`config.mk`:
```
export PLATFORM = sky130hd
export DESIGN_NAME = i2c_hang_recover
export DESIGN_NICKNAME = d
export VERILOG_FILES = /design/src/rtl/i2c_hang_recover_pkg.sv /design/src/rtl/hr_sync2.sv /design/src/rtl/hr_ms_timer.sv /design/src/rtl/hr_step_counter.sv /design/src/rtl/i2c_hang_recover.sv
export SDC_FILE = /design/constraint.sdc
export NUM_CORES = 1
export LEC_CHECK = 0
export BUFFER_PORTS_ARGS = -buffer_cell sky130_fd_sc_hd__buf_4
export CORE_MARGIN = 4
export CORE_UTILIZATION = 45
export CTS_BUF_LIST = sky130_fd_sc_hd__clkbuf_4 sky130_fd_sc_hd__clkbuf_8
export DETAILED_ROUTE_END_ITERATION = 7
export GPL_TIMING_DRIVEN = 0
export PLACE_DENSITY = 0.7
export SETUP_SLACK_MARGIN = 0.2
export SYNTH_ARGS = -nofsm -noshare
export SYNTH_HDL_FRONTEND = slang
export SYNTH_SLANG_ARGS = --single-unit
```
`constraint.sdc`:
```
create_clock -name clk_i -period 5.62 [get_ports clk_i]
set_input_delay 1.124 -clock clk_i [delete_from_list [all_inputs] [get_ports clk_i]]
set_output_delay 1.124 -clock clk_i [all_outputs]
set_load 0.01 [all_outputs]
```
`src/rtl/i2c_hang_recover_pkg.sv`:
```
package i2c_hang_recover_pkg;
  typedef enum logic [3:0] {
    ST_IDLE,
    ST_POLL,
    ST_POLL_WAIT,
    ST_DECIDE,
    ST_LOW0,
    ST_CHECK,
    ST_HIGH,
    ST_LOW,
    ST_RELEASE,
    ST_DONE
  } hr_state_e;
endpackage

```
`src/rtl/hr_sync2.sv`:
```
module hr_sync2 #(
  parameter logic RESET_VAL = 1'b1
) (
  input  logic clk_i,
  input  logic rst_ni,
  input  logic d_i,
  output logic q_o
);
  logic meta_q, sync_q;

  always_ff @(posedge clk_i or negedge rst_ni) begin
    if (!rst_ni) begin
      meta_q <= RESET_VAL;
      sync_q <= RESET_VAL;
    end else begin
      meta_q <= d_i;
      sync_q <= meta_q;
    end
  end

  assign q_o = sync_q;
endmodule

```
`src/rtl/hr_ms_timer.sv`:
```
module hr_ms_timer #(
  parameter int unsigned MS_CYCLES = 50000
) (
  input  logic clk_i,
  input  logic rst_ni,
  input  logic en_i,
  output logic tick_o
);
  localparam int unsigned W = (MS_CYCLES > 2) ? $clog2(MS_CYCLES) : 1;
  localparam logic [W-1:0] LAST = W'(MS_CYCLES - 1);

  logic [W-1:0] cnt_q;

  // held at zero outside wait states; wraps so back-to-back waits stay aligned
  always_ff @(posedge clk_i or negedge rst_ni) begin
    if (!rst_ni)              cnt_q <= '0;
    else if (!en_i)           cnt_q <= '0;
    else if (cnt_q == LAST)   cnt_q <= '0;
    else                      cnt_q <= cnt_q + 1'b1;
  end

  assign tick_o = en_i && (cnt_q == LAST);


  ms_range_chk: assert property (@(posedge clk_i) disable iff (!rst_ni)
    cnt_q <= LAST);
endmodule

```
`src/rtl/hr_step_counter.sv`:
```
module hr_step_counter #(
  parameter int unsigned MAX = 10
) (
  input  logic clk_i,
  input  logic rst_ni,
  input  logic clr_i,
  input  logic inc_i,
  output logic at_max_o
);
  localparam int unsigned W = $clog2(MAX + 1);
  localparam logic [W-1:0] LIMIT = W'(MAX);

  logic [W-1:0] cnt_q;

  always_ff @(posedge clk_i or negedge rst_ni) begin
    if (!rst_ni)                       cnt_q <= '0;
    else if (clr_i)                    cnt_q <= '0;
    else if (inc_i && cnt_q != LIMIT)  cnt_q <= cnt_q + 1'b1;
  end

  assign at_max_o = (cnt_q == LIMIT);


  step_bound_chk: assert property (@(posedge clk_i) disable iff (!rst_ni)
    cnt_q <= LIMIT);
endmodule

```
`src/rtl/i2c_hang_recover.sv`:
```
module i2c_hang_recover
  import i2c_hang_recover_pkg::*;
#(
  parameter int unsigned MS_CYCLES  = 50000,
  parameter int unsigned BUSY_POLLS = 1000,
  parameter int unsigned MAX_PULSES = 10
) (
  input  logic clk_i,
  input  logic rst_ni,
  input  logic start_i,
  input  logic busy_i,
  input  logic sda_i,
  output logic scl_o,
  output logic pin_sel_o,
  output logic done_o,
  output logic fail_o
);
  hr_state_e state_q, state_d;
  logic sda_s, tick, timer_en;
  logic poll_clr, poll_inc, poll_max;
  logic pulse_clr, pulse_inc, pulse_max;
  logic fail_q, fail_d;

  hr_sync2 #(.RESET_VAL(1'b1)) u_sda_sync (
    .clk_i (clk_i), .rst_ni (rst_ni), .d_i (sda_i), .q_o (sda_s)
  );

  hr_ms_timer #(.MS_CYCLES(MS_CYCLES)) u_timer (
    .clk_i (clk_i), .rst_ni (rst_ni), .en_i (timer_en), .tick_o (tick)
  );

  hr_step_counter #(.MAX(BUSY_POLLS)) u_poll_cnt (
    .clk_i (clk_i), .rst_ni (rst_ni), .clr_i (poll_clr), .inc_i (poll_inc),
    .at_max_o (poll_max)
  );

  hr_step_counter #(.MAX(MAX_PULSES)) u_pulse_cnt (
    .clk_i (clk_i), .rst_ni (rst_ni), .clr_i (pulse_clr), .inc_i (pulse_inc),
    .at_max_o (pulse_max)
  );

  assign timer_en = (state_q == ST_POLL_WAIT) || (state_q == ST_LOW0) ||
                    (state_q == ST_HIGH) || (state_q == ST_LOW) ||
                    (state_q == ST_RELEASE);

  always_comb begin
    state_d   = state_q;
    fail_d    = fail_q;
    poll_clr  = 1'b0;
    poll_inc  = 1'b0;
    pulse_clr = 1'b0;
    pulse_inc = 1'b0;
    unique case (state_q)
      ST_IDLE, ST_DONE: if (start_i) begin
        state_d  = ST_POLL;
        poll_clr = 1'b1;
        fail_d   = 1'b0;
      end
      ST_POLL: begin
        if (!busy_i || poll_max) state_d = ST_DECIDE;
        else begin
          poll_inc = 1'b1;
          state_d  = ST_POLL_WAIT;
        end
      end
      ST_POLL_WAIT: if (tick) state_d = ST_POLL;
      ST_DECIDE: begin
        if (busy_i || !sda_s) begin
          state_d   = ST_LOW0;
          pulse_clr = 1'b1;
        end else begin
          state_d = ST_DONE;
        end
      end
      ST_LOW0: if (tick) state_d = ST_CHECK;
      ST_CHECK: begin
        if (sda_s || pulse_max) begin
          state_d = ST_RELEASE;
          fail_d  = !sda_s;
        end else begin
          pulse_inc = 1'b1;
          state_d   = ST_HIGH;
        end
      end
      ST_HIGH:    if (tick) state_d = ST_LOW;
      ST_LOW:     if (tick) state_d = ST_CHECK;
      ST_RELEASE: if (tick) state_d = ST_DONE;
      default:    state_d = ST_IDLE;
    endcase
  end

  always_ff @(posedge clk_i or negedge rst_ni) begin
    if (!rst_ni) begin
      state_q <= ST_IDLE;
      fail_q  <= 1'b0;
    end else begin
      state_q <= state_d;
      fail_q  <= fail_d;
    end
  end

  assign pin_sel_o = (state_q == ST_LOW0) || (state_q == ST_CHECK) ||
                     (state_q == ST_HIGH) || (state_q == ST_LOW) ||
                     (state_q == ST_RELEASE);
  assign scl_o     = !((state_q == ST_LOW0) || (state_q == ST_CHECK) ||
                       (state_q == ST_LOW));
  assign done_o    = (state_q == ST_DONE);
  assign fail_o    = fail_q && done_o;


  scl_idle_chk: assert property (@(posedge clk_i) disable iff (!rst_ni)
    !pin_sel_o |-> scl_o);


  take_low_chk: assert property (@(posedge clk_i) disable iff (!rst_ni)
    $rose(pin_sel_o) |-> !scl_o);


  handback_chk: assert property (@(posedge clk_i) disable iff (!rst_ni)
    $fell(pin_sel_o) |-> done_o && $past(scl_o));


  fail_done_chk: assert property (@(posedge clk_i) disable iff (!rst_ni)
    fail_o |-> done_o);


  start_ignore_chk: assert property (@(posedge clk_i) disable iff (!rst_ni)
    pin_sel_o && start_i |=> state_q != ST_POLL);
endmodule

```
==> results <==
- The global-route wire length before repair is 7170 µm.
- In this run, CTS created clock tree buffers numbering 5.
- The number of antenna diodes in the final layout is 0.
- The clock insertion delay at the later pin of the skew report is 0.28 ns.
- The number of antenna violations at the first check in global routing is 0.
- The chip width is 76.9 µm.
- Tracing the worst setup path back leads to its startpoint at state_q[3].
- The buffer levels on the longest clock path is 2.
- The endpoint of the lowest-slack register-to-register path is u_poll_cnt.cnt_q[7].
- The length in cells of the worst reg-to-reg path is 7.
- The number of detailed-route iterations in the first pass is 4.
- Summed over all instances, the cell type with the most area after synthesis is dfrtp_1.
- The area of the mapped netlist is roughly 2100 µm².
- Row generation in the floorplan step produced 24 rows.
- In this run the vertical extent of the chip is 76.9 µm.
- Clock-pin slew was measured on the worst setup and hold paths at 0.07 ns.
- The routed layout has between 1500 and 2000 vias.
- The routed wire length is 3950 µm.
- Yosys mapped the design onto 49 distinct sky130hd cell types.
- The count of clock tree sinks is 37.
- At the worst endpoint, the arrival time is 1.70 ns.
- The flop-to-flop setup slack is 3.70 ns.
- For this block, the initial DRC count from the detailed router was 50.
- For this configuration, the core starts out at a cell density of between 40% and 50%.
- Once detailed placement completed, the half-perimeter wirelength came to 2820 µm.
- In this run the count of I/O pins placed on the die edge is 9.
- Routability-driven placement finished with a final weighted congestion of 0.849.
- Synthesis handed over a netlist of 227 instances.
- After synthesis, the largest area contributor takes up 41.0% of total cell area.
- The fraction of layout instances using a drive strength above 1 is 12.3%.
- Measured against its own limit, the worst slew margin works out to 69.8%.
- The H-tree was split into 2 levels.
- The main flop type after synthesis is dfrtp_1.
- The share of synthesized area occupied by flip-flops and latches is a little over two fifths.
- The analysis attributes to cell leakage a power of a little over 1 nW.
- The cell sitting at the root of the clock tree is a clkbuf_8.
- The flip-flop and latch count after synthesis is 37.
- The synthesized netlist devotes 11.8% of its cell area to compound gates.
- The transition time at the pin with the least slew margin is 0.453 ns.
- The number of enable-type register cells in the synthesized netlist is 0.
- The number of nets produced by synthesis is 237.
- Buffers added to address setup during post-CTS repair amount to 0.
- Buffers inserted to repair hold after CTS numbered 0.
- The number of global-route vias before repair was approximately 1600.
- For this run, the top clock speed supported by timing is 0.355 GHz.
- The synthesized netlist devotes 2.93% of its cell area to adder and majority cells.
- In this run the remaining antenna-violating nets after routing total 0.
- Of the total synthesized cell area, the portion taken by XOR and XNOR cells is roughly 6%.
- The post-layout net count is 252.
- The routed wire length per instance is 13.4 µm.
- The largest single stage delay on the critical path is 0.53 ns.
- The main combinational cell family by area after synthesis is simple AND/OR/NAND/NOR gates.
- The minimum period implied by the final worst setup slack is 2.82 ns.
- In the layout the commonest cells are dfrtp_1 (35), nor2_1 (22), nand3_1 (15).
- Leaving out fill and tap cells, the most frequent cell in the layout is dfrtp_1.
- Setup repair after global routing left no endpoint under its margin.
- The area added between synthesis and finish is 11.5%.
- The core box area is 4470 µm².
- Across every metal layer, demand over resource in global routing totals 14.6%.
- After layout, the worst path uses approximately half of the clock period.
- The sum of buffers and inverters on the critical path is 2.
- The clock tree from TritonCTS is built.
- The kind of path behind the tightest hold check is register to register.
- The mux share of post-synthesis cell area is 1.87%.
- The maximum number of pins on one net before global-route repair is 38.
- By area the synthesized netlist is led by dfrtp_1 (41%), nor2_1 (3.9%), nand3_1 (3.5%).
- The hold path depth is 0.
- The kind of cell adding the most delay to the critical path is flip-flops.
- The terminating pin of the worst hold path is u_sda_sync.q_o.
- The number of pins exceeding their max-slew limit in the final report came to 0.
- The aggregate negative setup slack is 0 ns.
- The slowest stage of the critical path belongs to the cell dfrtp_1.
- For the worst setup path, the data required time is 4.50 ns.
- The count of unresolved DRC violations after routing is 0.
- The count of endpoints failing hold in the final timing report is 0.
- Of the total synthesized cell area, the portion taken by AND, OR, NAND and NOR gates is 29.2%.
- STA classifies the critical path startpoint as a register.
- Max-cap violations in this run came to 0.
- VDD sags by at most 214 µV.
- The startpoint of the lowest-slack register-to-register path is u_poll_cnt.cnt_q[0].
- Hold timing on the final database bottoms out at a slack of between 0.3 and 0.4 ns.
- The run finished with clean final reports.
- The number of warnings printed during yosys synthesis is 0.
- The floorplan step defined a die boundary enclosing 5920 µm².
- The setup-violating endpoint count in the final report is 0.
- The proportion of register bits with asynchronous set or reset after synthesis is 100%.
- The number of instances resized during post-cts repair is 0.
- In this run the tool buffered the top-level ports with 8 buffer cells.
- Traced cell by cell, the critical path runs through clkbuf_1, and3_1, and2_1, buf_4.
- In this run the most critical hold path is launched from u_sda_sync.meta_q.
- After synthesis, the mean cell area works out to 9.42 µm².
- Along the worst path, the maximum fanout reaches 10.
- Dividing total power by cell area gives a power density of 390 nW/µm².
- The design draws 0.931 mW.
- Across the routed clock network, the largest skew measured is 0.00570 ns.
- For this run the aggregate overflow at the end of global routing stands at 0.
- The critical path start-end classification is register to output pin.
- After detailed routing, the number of vias per cell comes to 5.69.
- The sort of element at the end of the critical path is an output pin.
## power by group
part	internal, mW	leakage, nW	switching (mW)
clock	0.144	0.0574	0.0942
sequential	0.309	0.497	0.0393
combinational	0.151	0.461	0.193
## kinds of logic (layout without fill, tap and decap cells)
logic type               after synthesis  in the layout
buffers and inverters                 21             37
XOR/XNOR                              15             15
adder cells (fa/ha/maj)                5              5
AO/OA/AOI/OAI                         40             40
multiplexers                           4              4
flip-flops                            37             37
AND/OR/NAND/NOR                      105            105
## layout make-up
type                    count  area (µm²)
fillers                   418        2090
multi-input cells         169        1110
flip-flops and latches     37         928
clock buffers               6        82.6
plain buffers              14        72.6
well taps                  52        65.1
repair buffers              8        60.1
clock inverters             2        37.5
inverters                   7        26.3
## metal layers
metal / wire (µm) / global-route usage (%) / vias up
met5: 0 / 0 / -
met4: 81 / 5.62 / 0
met3: 107 / 3.04 / 9
met2: 1820 / 23.3 / 19
met1: 1940 / 19.3 / 798
li1: - / - / 852
## registers in the layout, indices dropped and copies added (netlist names)
| signal | cells |
|---|---|
| u_sda_sync.meta_q | 1 |
| state_q | 4 |
| u_pulse_cnt.cnt_q | 4 |
| u_poll_cnt.cnt_q | 10 |
| u_timer.cnt_q | 16 |
| u_sda_sync.q_o | 1 |
| fail_q | 1 |
## per-stage QoR
step	worst slack [ns]	cells	utilization, %	area (µm²)
CTS	2.83	295	53.3	2380
floorplan	3.34	227	-	2140
finish	2.80	295	53.3	2380
global placement	3.17	287	50.6	2260
global route	2.72	295	53.3	2380
detailed placement	3.15	287	50.6	2260
## synthesized netlist by cell type, types with 2 or more instances
library cell  count
or2_2             2
nand4_1           6
and4_1            3
o31ai_1           6
and2_1            5
nand3_1          15
o22ai_1           2
xnor2_1           7
nor4_1            2
and3_1            8
dfrtp_1          35
nor3_1            5
clkbuf_1          7
a21oi_1          13
or4_1             6
xor2_1            8
or4bb_1           2
ha_1              5
buf_4             2
and3b_1           2
o211ai_1          2
nor2_1           22
mux2i_1           4
nand2_1          10
dfstp_2           2
o21ai_0           9
nand2b_1          4
buf_2             4
inv_1             7
or3_1             3
## worst max-delay path by stage
stage / to / slack, ns / depth (start not counted)
6_report: fail_o / 2.80 / 4
5_1_grt: fail_o / 2.72 / 4
4_1_cts: fail_o / 2.83 / 4
3_5_place_dp: fail_o / 3.15 / 4
3_3_place_gp: fail_o / 3.17 / 4
2_1_floorplan: fail_o / 3.34 / 3
## worst reg2reg max path, cell delays in order (launching register included)
cell and delay, ns:
dfrtp_1 0.40, inv_1 0.07, ha_1 0.18, nor4bb_1 0.14, and4_1 0.23, buf_2 0.19, or4_1 0.47, a21oi_1 0.15
No activity file was read; power rests on OpenSTA's default activity.
